$ cat config.mk
export PLATFORM = sky130hd
export DESIGN_NAME = tlb2_xlate
export DESIGN_NICKNAME = d
export VERILOG_FILES = /design/src/rtl/tlb2_pkg.sv /design/src/rtl/tlb2_l1_line.sv /design/src/rtl/tlb2_l2_table.sv /design/src/rtl/tlb2_walker.sv /design/src/rtl/tlb2_xlate.sv
export SDC_FILE = /design/constraint.sdc
export NUM_CORES = 2
export LEC_CHECK = 0
export BUFFER_PORTS_ARGS = -buffer_cell sky130_fd_sc_hd__buf_4
export CORE_UTILIZATION = 43
export CTS_BUF_LIST = sky130_fd_sc_hd__clkbuf_4
export CTS_CLUSTER_SIZE = 8
export DETAILED_ROUTE_END_ITERATION = 10
export PLACE_DENSITY = 0.61
export SLEW_MARGIN = 30
export SYNTH_ARGS = -nofsm -noshare
export SYNTH_HDL_FRONTEND = slang
export SYNTH_SLANG_ARGS = --single-unit
$ cat constraint.sdc
create_clock -name clk -period 4.3 [get_ports clk]
set_input_delay 0.215 -clock clk [delete_from_list [all_inputs] [get_ports clk]]
set_output_delay 0.215 -clock clk [all_outputs]
set_load 0.01 [all_outputs]
$ cat src/rtl/tlb2_pkg.sv
package tlb2_pkg;
  localparam int VA_W   = 32;
  localparam int OFS_W  = 12;
  localparam int VPN_W  = VA_W - OFS_W;
  localparam int PFN_W  = 20;
  localparam int ASID_W = 6;
  localparam int ROWS   = 4;
  localparam int WAYS   = 4;
  localparam int SLOTS  = ROWS * WAYS;
  localparam int ROW_W  = $clog2(ROWS);
  localparam int WAY_W  = $clog2(WAYS);
  localparam int SLOT_W = ROW_W + WAY_W;
  localparam int CNT_W  = ROW_W + 1;

  typedef struct packed {
    logic              valid;
    logic [ASID_W-1:0] asid;
    logic [VPN_W-1:0]  vpn;
  } tag_t;

  // 1 + 6 + 20 + 20 + 1 = 48 bits per line
  typedef struct packed {
    tag_t             tag;
    logic [PFN_W-1:0] pfn;
    logic             flag;
  } line_t;

  function automatic logic tag_hit(tag_t t, logic [VPN_W-1:0] vpn,
                                   logic [ASID_W-1:0] id);
    return t.valid && (t.vpn == vpn) && (t.asid == id);
  endfunction

  function automatic logic [VA_W-1:0] phys_addr(logic [PFN_W-1:0] pfn,
                                                logic [VA_W-1:0] va);
    return {pfn, va[OFS_W-1:0]};
  endfunction

  function automatic logic [SLOT_W-1:0] slot_of(logic [ROW_W-1:0] r,
                                                logic [WAY_W-1:0] w);
    return {r, w};
  endfunction
endpackage

$ cat src/rtl/tlb2_l1_line.sv
module tlb2_l1_line
  import tlb2_pkg::*;
(
  input  logic              clk,
  input  logic              rst_n,
  input  logic              flush,
  input  logic              load,
  input  line_t             fill,
  input  logic [VPN_W-1:0]  vpn,
  input  logic [ASID_W-1:0] asid,
  output logic              hit,
  output logic [PFN_W-1:0]  pfn,
  output logic              flag
);
  line_t held;

  always_ff @(posedge clk or negedge rst_n) begin
    if (!rst_n)     held <= '0;
    else if (flush) held.tag.valid <= 1'b0;
    else if (load)  held <= fill;
  end

  assign hit  = tag_hit(held.tag, vpn, asid);
  assign pfn  = held.pfn;
  assign flag = held.flag;

  // a refill that is not flushed leaves a valid line behind
  assert_refill_valid_R7: assert property (@(posedge clk) disable iff (!rst_n)
    (load && !flush) |=> held.tag.valid);
endmodule

$ cat src/rtl/tlb2_l2_table.sv
module tlb2_l2_table
  import tlb2_pkg::*;
(
  input  logic              clk,
  input  logic              rst_n,
  input  logic              wr_en,
  input  logic [SLOT_W-1:0] wr_slot,
  input  line_t             wr_line,
  input  logic [ROW_W-1:0]  row,
  input  logic [VPN_W-1:0]  key_vpn,
  input  logic [ASID_W-1:0] key_asid,
  output logic              hit,
  output line_t             rd_line
);
  line_t             store [SLOTS];
  logic [WAYS-1:0]   way_hit;
  logic [WAY_W-1:0]  hit_way;

  always_ff @(posedge clk or negedge rst_n) begin
    if (!rst_n) begin
      for (int i = 0; i < SLOTS; i++) store[i] <= '0;
    end else if (wr_en) begin
      store[wr_slot] <= wr_line;
    end
  end

  for (genvar w = 0; w < WAYS; w++) begin : g_way
    assign way_hit[w] = tag_hit(store[slot_of(row, WAY_W'(w))].tag,
                                key_vpn, key_asid);
  end

  // lowest way wins
  always_comb begin
    hit_way = '0;
    for (int w = WAYS - 1; w >= 0; w--)
      if (way_hit[w]) hit_way = WAY_W'(w);
  end

  assign hit     = |way_hit;
  assign rd_line = store[slot_of(row, hit_way)];
endmodule

$ cat src/rtl/tlb2_walker.sv
module tlb2_walker
  import tlb2_pkg::*;
(
  input  logic              clk,
  input  logic              rst_n,
  input  logic              mmu_on,
  input  logic              trap,
  input  logic [1:0]        miss,
  input  logic [VPN_W-1:0]  vpn_i,
  input  logic [VPN_W-1:0]  vpn_d,
  input  logic [ASID_W-1:0] asid,
  input  logic              l2_hit,
  output logic              busy,
  output logic [ROW_W-1:0]  row,
  output logic [VPN_W-1:0]  key_vpn,
  output logic [ASID_W-1:0] key_asid,
  output logic [1:0]        fill,
  output logic              exc_set,
  output logic              miss_exc,
  output logic [VPN_W-1:0]  fault_vpn
);
  localparam logic [CNT_W-1:0] LAST = CNT_W'(ROWS - 1);

  logic [CNT_W-1:0] cnt;
  logic             side;   // 0 instruction, 1 data
  logic             active;
  logic             start;

  assign row     = cnt[ROW_W-1:0];
  assign active  = busy && mmu_on && !trap;
  assign fill[0] = active && l2_hit && !side;
  assign fill[1] = active && l2_hit && side;
  assign exc_set = active && !l2_hit && (cnt == LAST);
  assign start   = mmu_on && !trap && !busy && (|miss);

  always_ff @(posedge clk or negedge rst_n) begin
    if (!rst_n) begin
      busy      <= 1'b0;
      cnt       <= '0;
      side      <= 1'b0;
      key_vpn   <= '0;
      key_asid  <= '0;
      miss_exc  <= 1'b0;
      fault_vpn <= '0;
    end else begin
      miss_exc <= exc_set;
      if (exc_set) fault_vpn <= key_vpn;
      if (!mmu_on || trap) begin
        busy <= 1'b0;
      end else if (start) begin
        busy     <= 1'b1;
        cnt      <= '0;
        side     <= !miss[0];               // instruction path first
        key_vpn  <= miss[0] ? vpn_i : vpn_d;
        key_asid <= asid;
      end else if (busy) begin
        if (l2_hit || cnt == LAST) busy <= 1'b0;
        else                       cnt  <= cnt + 1'b1;
      end
    end
  end

  assert_row_bound_R4: assert property (@(posedge clk) disable iff (!rst_n)
    busy |-> (cnt < CNT_W'(ROWS)));

  assert_exc_pulse_R6: assert property (@(posedge clk) disable iff (!rst_n)
    miss_exc |=> !miss_exc);
endmodule

$ cat src/rtl/tlb2_xlate.sv
module tlb2_xlate
  import tlb2_pkg::*;
(
  input  logic              clk,
  input  logic              rst_n,
  input  logic              mmu_enable,
  input  logic              trap,
  input  logic [ASID_W-1:0] asid,
  input  logic              i_req,
  input  logic [VA_W-1:0]   i_va,
  input  logic              d_req,
  input  logic [VA_W-1:0]   d_va,
  input  logic              wr_idx_en,
  input  logic              wr_rnd_en,
  input  logic [SLOT_W-1:0] wr_index,
  input  logic [VPN_W-1:0]  wr_vpn,
  input  logic [ASID_W-1:0] wr_asid,
  input  logic              wr_valid,
  input  logic [PFN_W-1:0]  wr_pfn,
  input  logic              wr_flag,
  output logic              mmu_on,
  output logic              stall,
  output logic [VA_W-1:0]   i_pa,
  output logic              i_flag,
  output logic [VA_W-1:0]   d_pa,
  output logic              d_flag,
  output logic              miss_exc,
  output logic [VPN_W-1:0]  fault_vpn
);
  logic              wr_en;
  logic [SLOT_W-1:0] wr_slot;
  logic [SLOT_W-1:0] rnd_ctr;
  line_t             wr_line;
  logic              busy;
  logic [ROW_W-1:0]  row;
  logic [VPN_W-1:0]  key_vpn;
  logic [ASID_W-1:0] key_asid;
  logic              l2_hit;
  line_t             l2_line;
  logic [1:0]        fill;
  logic              exc_set;

  logic [1:0]        req;
  logic [VA_W-1:0]   va   [2];
  logic [VA_W-1:0]   pa   [2];
  logic [1:0]        hit;
  logic [1:0]        miss;
  logic [PFN_W-1:0]  pfn  [2];
  logic [1:0]        flg;

  assign req   = {d_req, i_req};
  assign va[0] = i_va;
  assign va[1] = d_va;

  // free-running slot picker for random writes
  always_ff @(posedge clk or negedge rst_n) begin
    if (!rst_n) rnd_ctr <= '0;
    else        rnd_ctr <= rnd_ctr + 1'b1;
  end

  assign wr_en   = wr_idx_en || wr_rnd_en;
  assign wr_slot = wr_idx_en ? wr_index : rnd_ctr;
  assign wr_line = '{tag: '{valid: wr_valid, asid: wr_asid, vpn: wr_vpn},
                     pfn: wr_pfn, flag: wr_flag};

  always_ff @(posedge clk or negedge rst_n) begin
    if (!rst_n)                  mmu_on <= 1'b0;
    else if (trap || exc_set)    mmu_on <= 1'b0;
    else if (mmu_enable)         mmu_on <= 1'b1;
  end

  for (genvar p = 0; p < 2; p++) begin : g_path
    tlb2_l1_line u_line (
      .clk   (clk),
      .rst_n (rst_n),
      .flush (wr_en),
      .load  (fill[p]),
      .fill  (l2_line),
      .vpn   (va[p][VA_W-1:OFS_W]),
      .asid  (asid),
      .hit   (hit[p]),
      .pfn   (pfn[p]),
      .flag  (flg[p])
    );
    assign miss[p] = req[p] && !hit[p];
    assign pa[p]   = mmu_on ? phys_addr(pfn[p], va[p]) : va[p];
  end

  tlb2_l2_table u_table (
    .clk      (clk),
    .rst_n    (rst_n),
    .wr_en    (wr_en),
    .wr_slot  (wr_slot),
    .wr_line  (wr_line),
    .row      (row),
    .key_vpn  (key_vpn),
    .key_asid (key_asid),
    .hit      (l2_hit),
    .rd_line  (l2_line)
  );

  tlb2_walker u_walker (
    .clk       (clk),
    .rst_n     (rst_n),
    .mmu_on    (mmu_on),
    .trap      (trap),
    .miss      (miss),
    .vpn_i     (i_va[VA_W-1:OFS_W]),
    .vpn_d     (d_va[VA_W-1:OFS_W]),
    .asid      (asid),
    .l2_hit    (l2_hit),
    .busy      (busy),
    .row       (row),
    .key_vpn   (key_vpn),
    .key_asid  (key_asid),
    .fill      (fill),
    .exc_set   (exc_set),
    .miss_exc  (miss_exc),
    .fault_vpn (fault_vpn)
  );

  assign stall  = mmu_on && (busy || (|miss));
  assign i_pa   = pa[0];
  assign d_pa   = pa[1];
  assign i_flag = mmu_on && flg[0];
  assign d_flag = mmu_on && flg[1];

  assert_off_quiet_R1: assert property (@(posedge clk) disable iff (!rst_n)
    !mmu_on |-> !stall);

  assert_trap_off_R2: assert property (@(posedge clk) disable iff (!rst_n)
    trap |=> !mmu_on);

  assert_exc_release_R6: assert property (@(posedge clk) disable iff (!rst_n)
    miss_exc |-> (!stall && !mmu_on));
endmodule

==> reports/metrics.csv <==
metric,value,unit
status,finished with violations,
violations,negative setup slack,
cts-root-buf,clkbuf_4,
post-route-period-util,106.6,%
max_clock_freq,0.2182,GHz
io_buffers,170,
ys.warnings.count,0,
dieWidth,339.9,um
die_h,339.9,um
hp-class,in2reg,
worstSetupStartpointType,flop,
rows,123,
wire_per_inst,30.07,um
netlist.top_cell.by_area,dfrtp_1,
layout_common_cells,"dfrtp_1, mux2_2, buf_4",
start_util,43.53,%
rsz0062_at_grt,yes,
dieArea,115600,um^2
ys.flop_type,dfrtp_1,
synthArstFlopShare,100.0,%
layout.nets,5208,
layout-drive-gt1-share,43.47,%
cts_buffers,241,
path_clk_slew,0.07,ns
cts_buffer_depth,3,
grt_max_degree,111,
whs_path_depth,6,
via_count,42610,
htreeDepth,4,
finalCriticalPeriod,4.583,ns
grt_pass1_wl,289.3,mm
worstPathRequired,5.47,ns
detail_route.vias_per_cell,6.288,
slew_headroom,26.96,%
routed_wl,203.8,mm
fp.coreArea,112800,um^2
synthesis.nets,4463,
clk_latency,1.30,ns
detail-route-antenna-nets,0,
path_max_fanout,17,
antenna_found_initial,13,
dr.pass1.iters,6,
io_pins,219,
syn_area,49110,um^2
peakVddDrop,0.2697,mV
pre_cts_slack,-0.5521,ns
hpwl,129.2,mm
setup_tns,-10.65,ns
worstMarginPinSlew,1.092,ns
fin_skew,0.1046,ns
num-fill-cells,9600,
maxCapViolCount,0,
synth_edf_count,0,
hold_violations,0,
synth.yosys.seq_area_share,46.93,%
drc,0,
initialDrtViolationCount,4755,
finalWorstSetupSlack,-0.2833,ns
reg2regPathDepth,18,
worstPathArrival,5.75,ns
seq_area,23060,um^2
powerDensity,449.7,nW/um^2
grt_usage,34.11,%
synth_cell_types,83,
grt_pass1_vias,41550,
syn2layout_area_growth,29.04,%
cts_tree,built,
path_class,reg2reg,
crit_path_end_kind,flop,
drv_slew,0,
cts.sinks,921,
syn_avg_cell_area,11.34,um^2
p_leak,26.12,nW
routabilityCongestion,0.9984,
grt-ovfl-total,0,
multi_input_area,25600,um^2
setup_violations,93,
layout_commonest_cell,dfrtp_1,
ys_ff_latch,921,
synth_cells,4330,
synth_area_leaders,"dfrtp_1, mux2_2, mux2i_1",
synth_top_area_share,46.93,%
## flip-flops by register name, summed over array words and instances (netlist names)
register	count
u_table.store	768
g_path.u_line.held	54
g_path.u_line.pfn	40
u_walker.fault_vpn	20
u_walker.key_vpn	20
u_walker.key_asid	6
rnd_ctr	4
u_walker.cnt	3
g_path.u_line.flag	2
mmu_on	1
u_walker.busy	1
u_walker.miss_exc	1
u_walker.side	1
## metrics by stage
step | cells | hold slack (ns) | area (um^2) | power (mW) | utilization, %
after floorplan | 4330 | -0.08059 | 49110 | 15.67 | -
after global placement | 6012 | 0.2821 | 54940 | 19.39 | 48.71
after detailed placement | 6012 | 0.2884 | 54960 | 19.53 | 48.72
after CTS | 6699 | 0.03422 | 61300 | 27.95 | 54.34
after global routing | 6767 | 0.1739 | 63350 | 29.55 | 56.15
final | 6776 | 0.1315 | 63370 | 28.50 | 56.17
## power by group
group	internal (mW)	switching, mW	total, mW
logic	4.25	4.41	8.66
registers	10.4	1.51	11.9
clock network	4.05	3.92	7.97
## cell type report
type / count / share of cell area [%]
clock buffers: 358 / 4.241
multi-input cells: 2898 / 40.40
inverters: 72 / 0.4304
well taps: 1500 / 2.962
flip-flops and latches: 921 / 36.38
clock inverters: 74 / 0.7246
diodes: 12 / 0.04739
repair buffers: 941 / 14.81
## worst max-delay path, cell delays in order (launching register included)
cell and delay (ns):
dfrtp_4 0.58, buf_12 0.18, buf_4 0.16, buf_12 0.16, mux2i_1 0.27, a32o_1 0.42, nor4_1 0.38, nand4_1 0.16
nor2_1 0.13, and3_4 0.30, buf_12 0.21, o21ai_4 0.10, buf_12 0.16, buf_16 0.14, o22a_1 0.19, and3_1 0.18
a22oi_2 0.38, buf_4 0.22, o21ai_1 0.07
## synth_stat cells (55+ instances only)
cell,number
mux4_2,58
inv_1,71
o21ai_0,148
clkbuf_1,285
mux2i_1,186
nand2_1,277
o31ai_1,109
xnor2_1,123
nor4_1,65
nor3_1,157
nor2_1,122
a2111oi_0,55
o21ai_1,90
dfrtp_1,921
mux2_2,804
## routing by layer
layer | routed length (um) | global-route usage [%]
met1 | 78940 | 44.04
met2 | 90390 | 51.44
met3 | 19760 | 7.914
met4 | 14540 | 22.10
met5 | 130 | 0
## timing repair
action / 4_1_cts / 5_1_grt
setup endpoints to repair: 112 / 96
pin swaps: 11 / 82
setup buffers: 26 / 66
cloned: 6 / 12
resized for setup: 127 / 278
hold buffers: 223 / 0
endpoints found under the hold margin: 1838 / 0
## worst paths after layout
path                                        start                       end  slack (ns)
hold reg to reg            u_walker.fault_vpn[13]    u_walker.fault_vpn[13]        0.48
max in group asynchronous                   rst_n        u_table.store[592]        2.95
min in group asynchronous                   rst_n        u_table.store[414]        0.19
setup / recovery                  u_walker.cnt[1]  g_path[1].u_line.pfn[18]       -0.28
setup reg to reg                  u_walker.cnt[1]  g_path[1].u_line.pfn[18]       -0.28
hold / removal                               trap           u_walker.cnt[2]        0.13
## cells by family after synthesis
| logic type | share of synthesized area, % |
|---|---|
| flops | 46.93 |
| buf+inv | 4.673 |
| mux | 24.89 |
| xor+xnor | 2.729 |
| compound gates | 11.94 |
| fa+ha+maj | 0.07645 |
| simple gates | 8.765 |
(Power assumes the default switching activity.)
